$ cat src/rtl/aoseq_pkg.sv
package aoseq_pkg;
  typedef enum logic [1:0] {
    SRC_SCAN  = 2'd0,
    SRC_PACER = 2'd1,
    SRC_EXT   = 2'd2,
    SRC_NONE  = 2'd3
  } upd_src_e;
endpackage

$ cat src/rtl/aoseq_strobe_sel.sv
module aoseq_strobe_sel
  import aoseq_pkg::*;
#(
  parameter int DIV_W       = 16,
  parameter int SYNC_STAGES = 2
) (
  input  logic             clk,
  input  logic             rst,
  input  upd_src_e         src,
  input  logic             scan_start,
  input  logic [DIV_W-1:0] pacer_div,
  input  logic             ext_pacer,
  output logic             strobe
);
  logic [DIV_W-1:0]     pace_cnt;
  logic                 pace_tick;
  logic [SYNC_STAGES:0] ext_sh;
  logic                 ext_tick;

  // internal pacer: held at zero unless selected, so its phase is defined
  always_ff @(posedge clk) begin
    if (rst || src != SRC_PACER) begin
      pace_cnt  <= '0;
      pace_tick <= 1'b0;
    end else if (pace_cnt == pacer_div) begin
      pace_cnt  <= '0;
      pace_tick <= 1'b1;
    end else begin
      pace_cnt  <= pace_cnt + 1'b1;
      pace_tick <= 1'b0;
    end
  end

  // external pacer: synchronizer chain plus one extra stage for edge detect
  always_ff @(posedge clk) begin
    if (rst) begin
      ext_sh   <= '0;
      ext_tick <= 1'b0;
    end else begin
      ext_sh   <= {ext_sh[SYNC_STAGES-1:0], ext_pacer};
      ext_tick <= ext_sh[SYNC_STAGES-1] & ~ext_sh[SYNC_STAGES];
    end
  end

  always_comb begin
    unique case (src)
      SRC_SCAN:  strobe = scan_start;
      SRC_PACER: strobe = pace_tick;
      SRC_EXT:   strobe = ext_tick;
      default:   strobe = 1'b0;
    endcase
  end
endmodule

$ cat src/rtl/aoseq_serializer.sv
module aoseq_serializer #(
  parameter int DAC_CH = 4,
  parameter int WORD_W = 16
) (
  input  logic                     clk,
  input  logic                     rst,
  input  logic                     start,
  input  logic [DAC_CH*WORD_W-1:0] words,
  output logic                     busy,
  output logic                     sclk,
  output logic                     sdo,
  output logic                     cs_n,
  output logic                     load
);
  localparam int TOTAL = DAC_CH * WORD_W;
  localparam int BC_W  = $clog2(TOTAL);

  logic [TOTAL-1:0] shreg;
  logic [BC_W-1:0]  bit_cnt;
  logic             phase;

  always_ff @(posedge clk) begin
    if (rst) begin
      busy    <= 1'b0;
      sclk    <= 1'b0;
      cs_n    <= 1'b1;
      load    <= 1'b0;
      phase   <= 1'b0;
      bit_cnt <= '0;
      shreg   <= '0;
    end else begin
      load <= 1'b0;
      if (start && !busy) begin
        shreg   <= words;
        busy    <= 1'b1;
        cs_n    <= 1'b0;
        sclk    <= 1'b0;
        phase   <= 1'b0;
        bit_cnt <= '0;
      end else if (busy) begin
        if (!phase) begin
          sclk  <= 1'b1;
          phase <= 1'b1;
        end else begin
          sclk  <= 1'b0;
          phase <= 1'b0;
          shreg <= shreg << 1;
          if (bit_cnt == BC_W'(TOTAL-1)) begin
            busy <= 1'b0;
            cs_n <= 1'b1;
            load <= 1'b1;
          end else begin
            bit_cnt <= bit_cnt + 1'b1;
          end
        end
      end
    end
  end

  assign sdo = shreg[TOTAL-1];
endmodule

$ cat src/rtl/aout_sequencer.sv
module aout_sequencer
  import aoseq_pkg::*;
#(
  parameter int DAC_CH            = 4,
  parameter int WORD_W            = 16,
  parameter int DIV_W             = 16,
  parameter int SYNC_STAGES       = 2,
  parameter int MAX_UPDATE_CYCLES = 800
) (
  input  logic              clk,
  input  logic              rst,
  input  logic [1:0]        src_sel,
  input  logic              scan_start,
  input  logic [DIV_W-1:0]  pacer_div,
  input  logic              ext_pacer,
  input  logic              s_valid,
  input  logic [WORD_W-1:0] s_data,
  output logic              s_ready,
  output logic [WORD_W-1:0] pattern_out,
  output logic              dac_sclk,
  output logic              dac_sdo,
  output logic              dac_cs_n,
  output logic              dac_load,
  output logic              underrun,
  output logic              overrun
);
  localparam int FRAME = DAC_CH + 1;
  localparam int CNT_W = $clog2(FRAME + 1);

  logic [WORD_W-1:0]        fbuf [FRAME];
  logic [CNT_W-1:0]         wcnt, wcnt_nxt;
  logic                     strobe, ser_busy, full, take, start;
  logic [DAC_CH*WORD_W-1:0] dac_words;

  aoseq_strobe_sel #(.DIV_W(DIV_W), .SYNC_STAGES(SYNC_STAGES)) u_sel (
    .clk(clk), .rst(rst), .src(upd_src_e'(src_sel)), .scan_start(scan_start),
    .pacer_div(pacer_div), .ext_pacer(ext_pacer), .strobe(strobe));

  assign full  = (wcnt == CNT_W'(FRAME));
  assign take  = s_valid && s_ready;
  assign start = strobe && !ser_busy && full;

  always_comb begin
    wcnt_nxt = wcnt;
    if (start)     wcnt_nxt = '0;
    else if (take) wcnt_nxt = wcnt + 1'b1;
  end

  always_ff @(posedge clk) begin
    if (take) fbuf[wcnt] <= s_data;
  end

  always_ff @(posedge clk) begin
    if (rst) begin
      wcnt        <= '0;
      s_ready     <= 1'b1;
      pattern_out <= '0;
      underrun    <= 1'b0;
      overrun     <= 1'b0;
    end else begin
      wcnt    <= wcnt_nxt;
      s_ready <= (wcnt_nxt != CNT_W'(FRAME));
      if (start)                        pattern_out <= fbuf[0];
      if (strobe && ser_busy)           overrun     <= 1'b1;
      else if (strobe && !full)         underrun    <= 1'b1;
    end
  end

  // channel 0 occupies the most significant slice, so it leaves first
  for (genvar g = 0; g < DAC_CH; g++) begin : g_pack
    assign dac_words[(DAC_CH-g)*WORD_W-1 -: WORD_W] = fbuf[g+1];
  end

  aoseq_serializer #(.DAC_CH(DAC_CH), .WORD_W(WORD_W)) u_ser (
    .clk(clk), .rst(rst), .start(start), .words(dac_words), .busy(ser_busy),
    .sclk(dac_sclk), .sdo(dac_sdo), .cs_n(dac_cs_n), .load(dac_load));
endmodule

$ cat config.mk
export PLATFORM = sky130hd
export DESIGN_NAME = aout_sequencer
export DESIGN_NICKNAME = d
export VERILOG_FILES = /design/src/rtl/aoseq_pkg.sv /design/src/rtl/aoseq_strobe_sel.sv /design/src/rtl/aoseq_serializer.sv /design/src/rtl/aout_sequencer.sv
export SDC_FILE = /design/constraint.sdc
export NUM_CORES = 1
export LEC_CHECK = 0
export BUFFER_PORTS_ARGS = -buffer_cell sky130_fd_sc_hd__buf_2
export CORE_ASPECT_RATIO = 0.7
export CORE_MARGIN = 10
export CORE_UTILIZATION = 55
export DETAILED_ROUTE_END_ITERATION = 10
export PLACE_DENSITY = 0.74
export SKIP_LAST_GASP = 1
export SLEW_MARGIN = 40
export SYNTH_ARGS = -nofsm -noshare
export SYNTH_HDL_FRONTEND = slang
export SYNTH_SLANG_ARGS = --single-unit
$ cat constraint.sdc
create_clock -name clk -period 5.31 [get_ports clk]
set_input_delay 0.531 -clock clk [delete_from_list [all_inputs] [get_ports clk]]
set_output_delay 0.531 -clock clk [all_outputs]
set_load 0.05 [all_outputs]
Word-level counts from Yosys, hierarchy flattened
Memory sizes are Yosys's and may differ from the RTL's. A register that Yosys moved wholly into a read port is not among the register bits.
Cells that the tools add are included.
{"block": "totals", "register_bits": 101, "mem_bits_rw": 80, "output_inout_bits": 23, "mem_count": 1}
{"memory": "fbuf", "depth": 5, "width": 16, "read_ports": 5, "rd_ports_with_merged_regs": 1, "write_ports": 1, "line": "aout_sequencer.sv:30", "source": "logic [WORD_W-1:0] fbuf [FRAME];"}
{"block": "classes", "addsub": 3, "n_eq_ne": 7, "n_mux": 19, "bitwise_logic": 6, "n_reduce_logical": 20}
{"operator": "64-bit 2-to-1 mux", "n": 3}
{"operator": "16-bit by 1-bit adder with 16-bit output (second input constant)", "n": 1}
{"operator": "16-bit == test", "n": 1}
{"operator": "1-bit 2-to-1 mux", "n": 13}
{"operator": "6-bit by 1-bit adder with 6-bit output (second input constant)", "n": 1}
{"operator": "6-bit == test (second input constant)", "n": 1}
{"operator": "1-bit logical AND", "n": 6}
{"operator": "3-bit 2-to-1 mux", "n": 2}
{"operator": "3-bit AND reduction", "n": 2}
{"operator": "2-bit nonzero test", "n": 3}
{"operator": "1-bit NOT", "n": 5}
{"operator": "2-bit AND reduction", "n": 2}
{"operator": "2-bit OR reduction", "n": 2}
{"operator": "4-bit OR reduction", "n": 1}
{"operator": "3-bit by 1-bit adder with 3-bit output (second input constant)", "n": 1}
{"operator": "3-bit == test (second input constant)", "n": 1}
{"operator": "3-bit != test (second input constant)", "n": 1}
{"operator": "1-bit one-hot mux with 3 select lines", "n": 1}
{"operator": "2-bit by 1-bit == test with 1-bit output (second input constant)", "n": 1}
{"operator": "2-bit == test (second input constant)", "n": 1}
{"operator": "1-bit zero test", "n": 2}
{"operator": "2-bit zero test", "n": 1}
{"operator": "2-bit by 1-bit != test with 1-bit output (second input constant)", "n": 1}
{"operator": "1-bit bitwise AND", "n": 1}
{"operator": "1-bit logical OR", "n": 1}

Longest topological paths before layout
{"block": "depth", "depth_word": 7, "depth_mapped": 8}

Cells and area by module
From an unflattened synthesis, not the netlist that was laid out.
{"block": "hier_totals", "hier_cells": 634, "hier_area_um2": 7385.8}
{"module": "aout_sequencer", "n_inst": 1, "cells_each": 187, "area_each_um2": 3310.7, "seq_area_each_um2": 2842.7}
{"module": "aoseq_serializer", "n_inst": 1, "cells_each": 336, "area_each_um2": 3022.9, "seq_area_each_um2": 1481.4}
{"module": "aoseq_strobe_sel", "n_inst": 1, "cells_each": 111, "area_each_um2": 1052.3, "seq_area_each_um2": 420.4}

Least setup slack after synthesis
OpenSTA, ideal clock, no wires.
{"block": "synth_path", "kind": "reg-to-reg", "from": "register s_ready", "to": "memory fbuf[4][0], enable pin", "setup_ns": 0.436, "t_arrival_ns": 2.727, "path_slack_ns": 2.147, "path_stages_with_launch": 3, "cell_sequence": "dfxtp_1 -> nand2_1 -> nor4b_1"}
{"block": "synth_via", "elab_chain_cells": 3}
{"element": "from (decl)", "line": "aout_sequencer.sv:18", "source": "output logic s_ready,"}
{"element": "from (signal assigned)", "line": "aout_sequencer.sv:62", "source": "s_ready <= (wcnt_nxt != CNT_W'(FRAME));"}
{"element": "1-bit logical AND", "line": "aout_sequencer.sv:40", "source": "assign take = s_valid && s_ready;"}
{"element": "1-bit 2-to-1 mux", "line": "aout_sequencer.sv:50", "source": "if (take) fbuf[wcnt] <= s_data;"}
{"element": "1-bit 2-to-1 mux (not written as such)", "line": "aout_sequencer.sv:50"}
{"element": "to (decl)", "line": "aout_sequencer.sv:30"}
No other way between the ends.

Worst setup path after layout
{"block": "layout_path", "from": "register wcnt[0]", "to": "register u_ser.shreg[52]"}
{"block": "layout_via", "elab_chain_cells": 5, "elab_cells_between_ends": 7, "classes_between": "eq/ne (1); mux (1); reduce/logical (5)"}
{"element": "from (decl)", "line": "aout_sequencer.sv:31", "source": "logic [CNT_W-1:0] wcnt, wcnt_nxt;"}
{"element": "from (signal assigned)", "line": "aout_sequencer.sv:61", "source": "wcnt <= wcnt_nxt;"}
{"element": "3-bit == test (*)", "line": "aout_sequencer.sv:39", "source": "assign full = (wcnt == CNT_W'(FRAME));"}
{"element": "1-bit logical AND (*)", "line": "aout_sequencer.sv:41", "source": "assign start = strobe && !ser_busy && full;"}
{"element": "1-bit logical AND (*)", "line": "aoseq_serializer.sv:33", "source": "if (start && !busy) begin"}
{"element": "2-bit nonzero test (no line)"}
{"element": "2-bit AND reduction (no line)"}
{"element": "to (signal assigned)", "line": "aoseq_serializer.sv:34", "source": "shreg <= words;"}
{"element": "to (signal assigned)", "line": "aoseq_serializer.sv:47", "source": "shreg <= shreg << 1;"}
{"element": "to (decl)", "line": "aoseq_serializer.sv:18", "source": "logic [TOTAL-1:0] shreg;"}
Every way passes the cells marked *; elsewhere a longest branch is shown, timed or not.
A chain may end at the register's enable or synchronous reset.

==> metrics.txt <==
number of nets in the layout slightly above 700; HP Class in2reg; asr flop ratio synth 0; Ys Warns 0; n_diodes 0; relative slew slack 0.461; global placement routability congestion a little under 0.9; accumulated negative setup slack 0 ps; std cell rows 36; clk sink count 197; cell count of the worst hold path 2; register area share after synthesis 0.618; routed length per instance 19.8 um; number of global-route vias before repair 5300; io pins 62; critical path arrival between 3000 and 4000 ps; clock tree root buffer cell sky130_fd_sc_hd__clkbuf_16; category of the most critical setup path reg2reg; global-route wire length before repair roughly 28 mm; via/cell ratio 5.96; mean post-synth cell area around 12 um2; Register-to-Register Path Depth 6; CTS tree yes; mapped cell area 7680 um2; post-detailed-route count of antenna-violating nets 0; total of hold buffers inserted after clock tree synthesis 0; initial core utilization 0.557; number of distinct library cell variants in the gate-level netlist after synthesis 42; instance count of the mapped netlist around 650; Die Width between 150 and 200 um; Power Dens Cells about 350 nW/um2; Floorplan Core Area between 10000 and 15000 um2; count of final hold-check violations 0; final worst-path cycle share 0.566; count of buffers added by post-CTS timing repair for setup 0; maximum clock path buffer count 2; endpoint of the most critical register-to-register path u_ser.shreg[52]$_SDFFE_PP0P_; max-cap viol count 0; Worst Skew between 7 and 8 ps; required time at the worst-slack endpoint between 5000 and 6000 ps; result of the run finished clean; net count of the mapped netlist between 600 and 700; worst hold path endpoint u_sel.ext_sh[0]$_SDFF_PP0_; initial antenna violation count 0; critical path launch point type flop; H-tree levels 4; startpoint of the most critical setup path wcnt[0]$_SDFF_PP0_; total die area around 19000 um2; Period minus WS final ~3000 ps; post_cts resized 0; synthesized flop and latch total around 200; CP endpoint kind flop; area growth from synthesis to layout 14.3%; max-slew violation count 0; vias 5278; aggregate global routing overflow 0; min-delay src ext_pacer; worst reg2reg path startpoint wcnt[0]$_SDFF_PP0_; setup repair after global routing missed its margin no; Peak supply drop 269 uV; worst-case register-to-register setup slack approximately 2300 ps; Setup-failing EPs final 0; number of buffer cells added on primary ports 61; Post-synth EDFFs 80; most frequently used flop master after synthesis sky130_fd_sc_hd__dfxtp_1; cell accounting for the most synthesized area sky130_fd_sc_hd__edfxtp_1; Worst Path Max Fanout 34; maximum number of pins on one net before global-route repair 82; Inserted Clock Buffers 17; Area contributors post-synth sky130_fd_sc_hd__edfxtp_1, sky130_fd_sc_hd__dfxtp_1, sky130_fd_sc_hd__mux2i_1, sky130_fd_sc_hd__a211oi_1, sky130_fd_sc_hd__nor3_1; clock-pin transition on the worst setup and hold timing paths 70 ps; share of the core filled with cells in the final layout 0.637; area share of the largest cell type after synthesis 0.313; Routed WL about 18 mm; overall global routing resource usage 0.182; static power due to leakage 3.27 nW; first-iteration detailed-routing DRC count around 470; clk_lat worst skew roughly 440 ps; layout cells sized above 1 0.167; Max Clock Freq between 300 and 400 MHz; TritonRoute pass-1 iters 6; transition time at the pin with the least slew margin 809 ps; post-route DRC violation count 0; HPWL reported at the end of detailed placement between 10 and 15 mm; hold slack roughly 320 ps; die extent in y ~120 um
[state kept, by name, indices dropped and copies added, names as in the netlist, 3 cells and up]
signal          count
u_sel.pace_cnt     16
u_ser.bit_cnt       6
u_sel.ext_sh        3
u_ser.shreg        64
wcnt                3
fbuf               80
pattern_out        16
[per-stage QoR]
stage                     worst slack (ps)  total power, mW  instances  cell area, um2
after global placement                2540             1.74        853            8100
after CTS                             2330             3.11        885            8760
after floorplan                       2150             1.70        648            7680
after detailed placement              2450             1.75        853            8120
after global routing                  2120             3.18        886            8780
final                                 2300             3.09        886            8780
[per-layer routing]
layer	track usage	share of wire	vias up
met5	0	0	-
met1	0.242	0.45	2613
li1	-	-	2485
met2	0.281	0.48	155
met3	0.0458	0.053	25
met4	0.0692	0.016	0
[worst max-delay path by stage]
stage                                   endpoint  slack (ps)  depth (start not counted)
finish              u_ser.shreg[52]$_SDFFE_PP0P_        2300                          6
global route        u_ser.shreg[52]$_SDFFE_PP0P_        2120                          6
CTS                 u_ser.shreg[52]$_SDFFE_PP0P_        2330                          6
detailed placement            s_ready$_SDFF_PP1_        2450                          6
global placement              s_ready$_SDFF_PP1_        2540                          6
floorplan                   fbuf[4][0]$_DFFE_PP_        2150                          2
[synthesized netlist by cell type (3+ instances only)]
| master | number |
|---|---|
| sky130_fd_sc_hd__dfxtp_1 | 117 |
| sky130_fd_sc_hd__nor3_1 | 90 |
| sky130_fd_sc_hd__edfxtp_1 | 80 |
| sky130_fd_sc_hd__mux2i_1 | 65 |
| sky130_fd_sc_hd__a211oi_1 | 64 |
| sky130_fd_sc_hd__clkbuf_1 | 38 |
| sky130_fd_sc_hd__xnor2_1 | 28 |
| sky130_fd_sc_hd__nand3_1 | 23 |
| sky130_fd_sc_hd__a21oi_1 | 22 |
| sky130_fd_sc_hd__o21ai_1 | 19 |
| sky130_fd_sc_hd__buf_2 | 12 |
| sky130_fd_sc_hd__nand2_1 | 11 |
| sky130_fd_sc_hd__nor2_1 | 11 |
| sky130_fd_sc_hd__xor2_1 | 8 |
| sky130_fd_sc_hd__nor4_1 | 6 |
| sky130_fd_sc_hd__buf_1 | 5 |
| sky130_fd_sc_hd__inv_1 | 5 |
| sky130_fd_sc_hd__nand4_1 | 5 |
| sky130_fd_sc_hd__nor2b_1 | 5 |
| sky130_fd_sc_hd__ha_1 | 4 |
| sky130_fd_sc_hd__o211ai_1 | 4 |
| sky130_fd_sc_hd__or2_1 | 3 |
[worst max-delay path, cell delays in order (launching register included)]
cell,delay (ps)
sky130_fd_sc_hd__dfxtp_1,560
sky130_fd_sc_hd__ha_1,250
sky130_fd_sc_hd__nand2_1,80
sky130_fd_sc_hd__nor2_2,610
sky130_fd_sc_hd__nand2_2,580
sky130_fd_sc_hd__buf_4,440
sky130_fd_sc_hd__a211oi_1,340
[placed cells by master (no fill, tap or decap), types with 3 or more instances in the layout]
master                       netlist  final
sky130_fd_sc_hd__nand4_1           5      5
sky130_fd_sc_hd__nor3_1           90     90
sky130_fd_sc_hd__a21oi_1          22     22
sky130_fd_sc_hd__o21ai_1          19     19
sky130_fd_sc_hd__clkbuf_8          0      3
sky130_fd_sc_hd__xor2_1            8      8
sky130_fd_sc_hd__a211oi_1         64     64
sky130_fd_sc_hd__nand3_1          23     23
sky130_fd_sc_hd__nor4_1            6      4
sky130_fd_sc_hd__clkbuf_16         0     17
sky130_fd_sc_hd__edfxtp_1         80     80
sky130_fd_sc_hd__buf_4             0      8
sky130_fd_sc_hd__dfxtp_1         117    117
sky130_fd_sc_hd__clkinvlp_4        0      3
sky130_fd_sc_hd__buf_2            12     61
sky130_fd_sc_hd__o211ai_1          4      4
sky130_fd_sc_hd__mux2i_1          65     65
sky130_fd_sc_hd__inv_1             5      5
sky130_fd_sc_hd__bufinv_16         0      4
sky130_fd_sc_hd__nor2_1           11      9
sky130_fd_sc_hd__ha_1              4      4
sky130_fd_sc_hd__nand2_1          11      9
sky130_fd_sc_hd__xnor2_1          28     28
sky130_fd_sc_hd__nor2b_1           5      5
[kinds of logic (layout without fill, tap and decap cells)]
family | count (synthesis) | count (layout) | synth area share
buf+inv | 61 | 109 | 0.0318
fa+ha+maj | 4 | 4 | 0.00652
compound gates | 115 | 115 | 0.0994
flops | 197 | 197 | 0.618
simple gates | 170 | 170 | 0.119
xor+xnor | 36 | 36 | 0.0411
mux | 65 | 65 | 0.0847
[power breakdown]
part / internal, mW / switching [mW]
clock network: 0.827 / 0.548
registers: 1.60 / 0.0114
logic: 0.0282 / 0.0739
[layout make-up]
cell class / instances / area [um2]
Fill cell: 1066 / 5010
Clock inverter: 11 / 173
Clock buffer: 21 / 470
Inverter: 6 / 22.5
Multi-Input combinational cell: 390 / 2740
Timing Repair Buffer: 71 / 388
Tap cell: 190 / 238
Sequential cell: 197 / 4740
(Power assumes the default switching activity.)
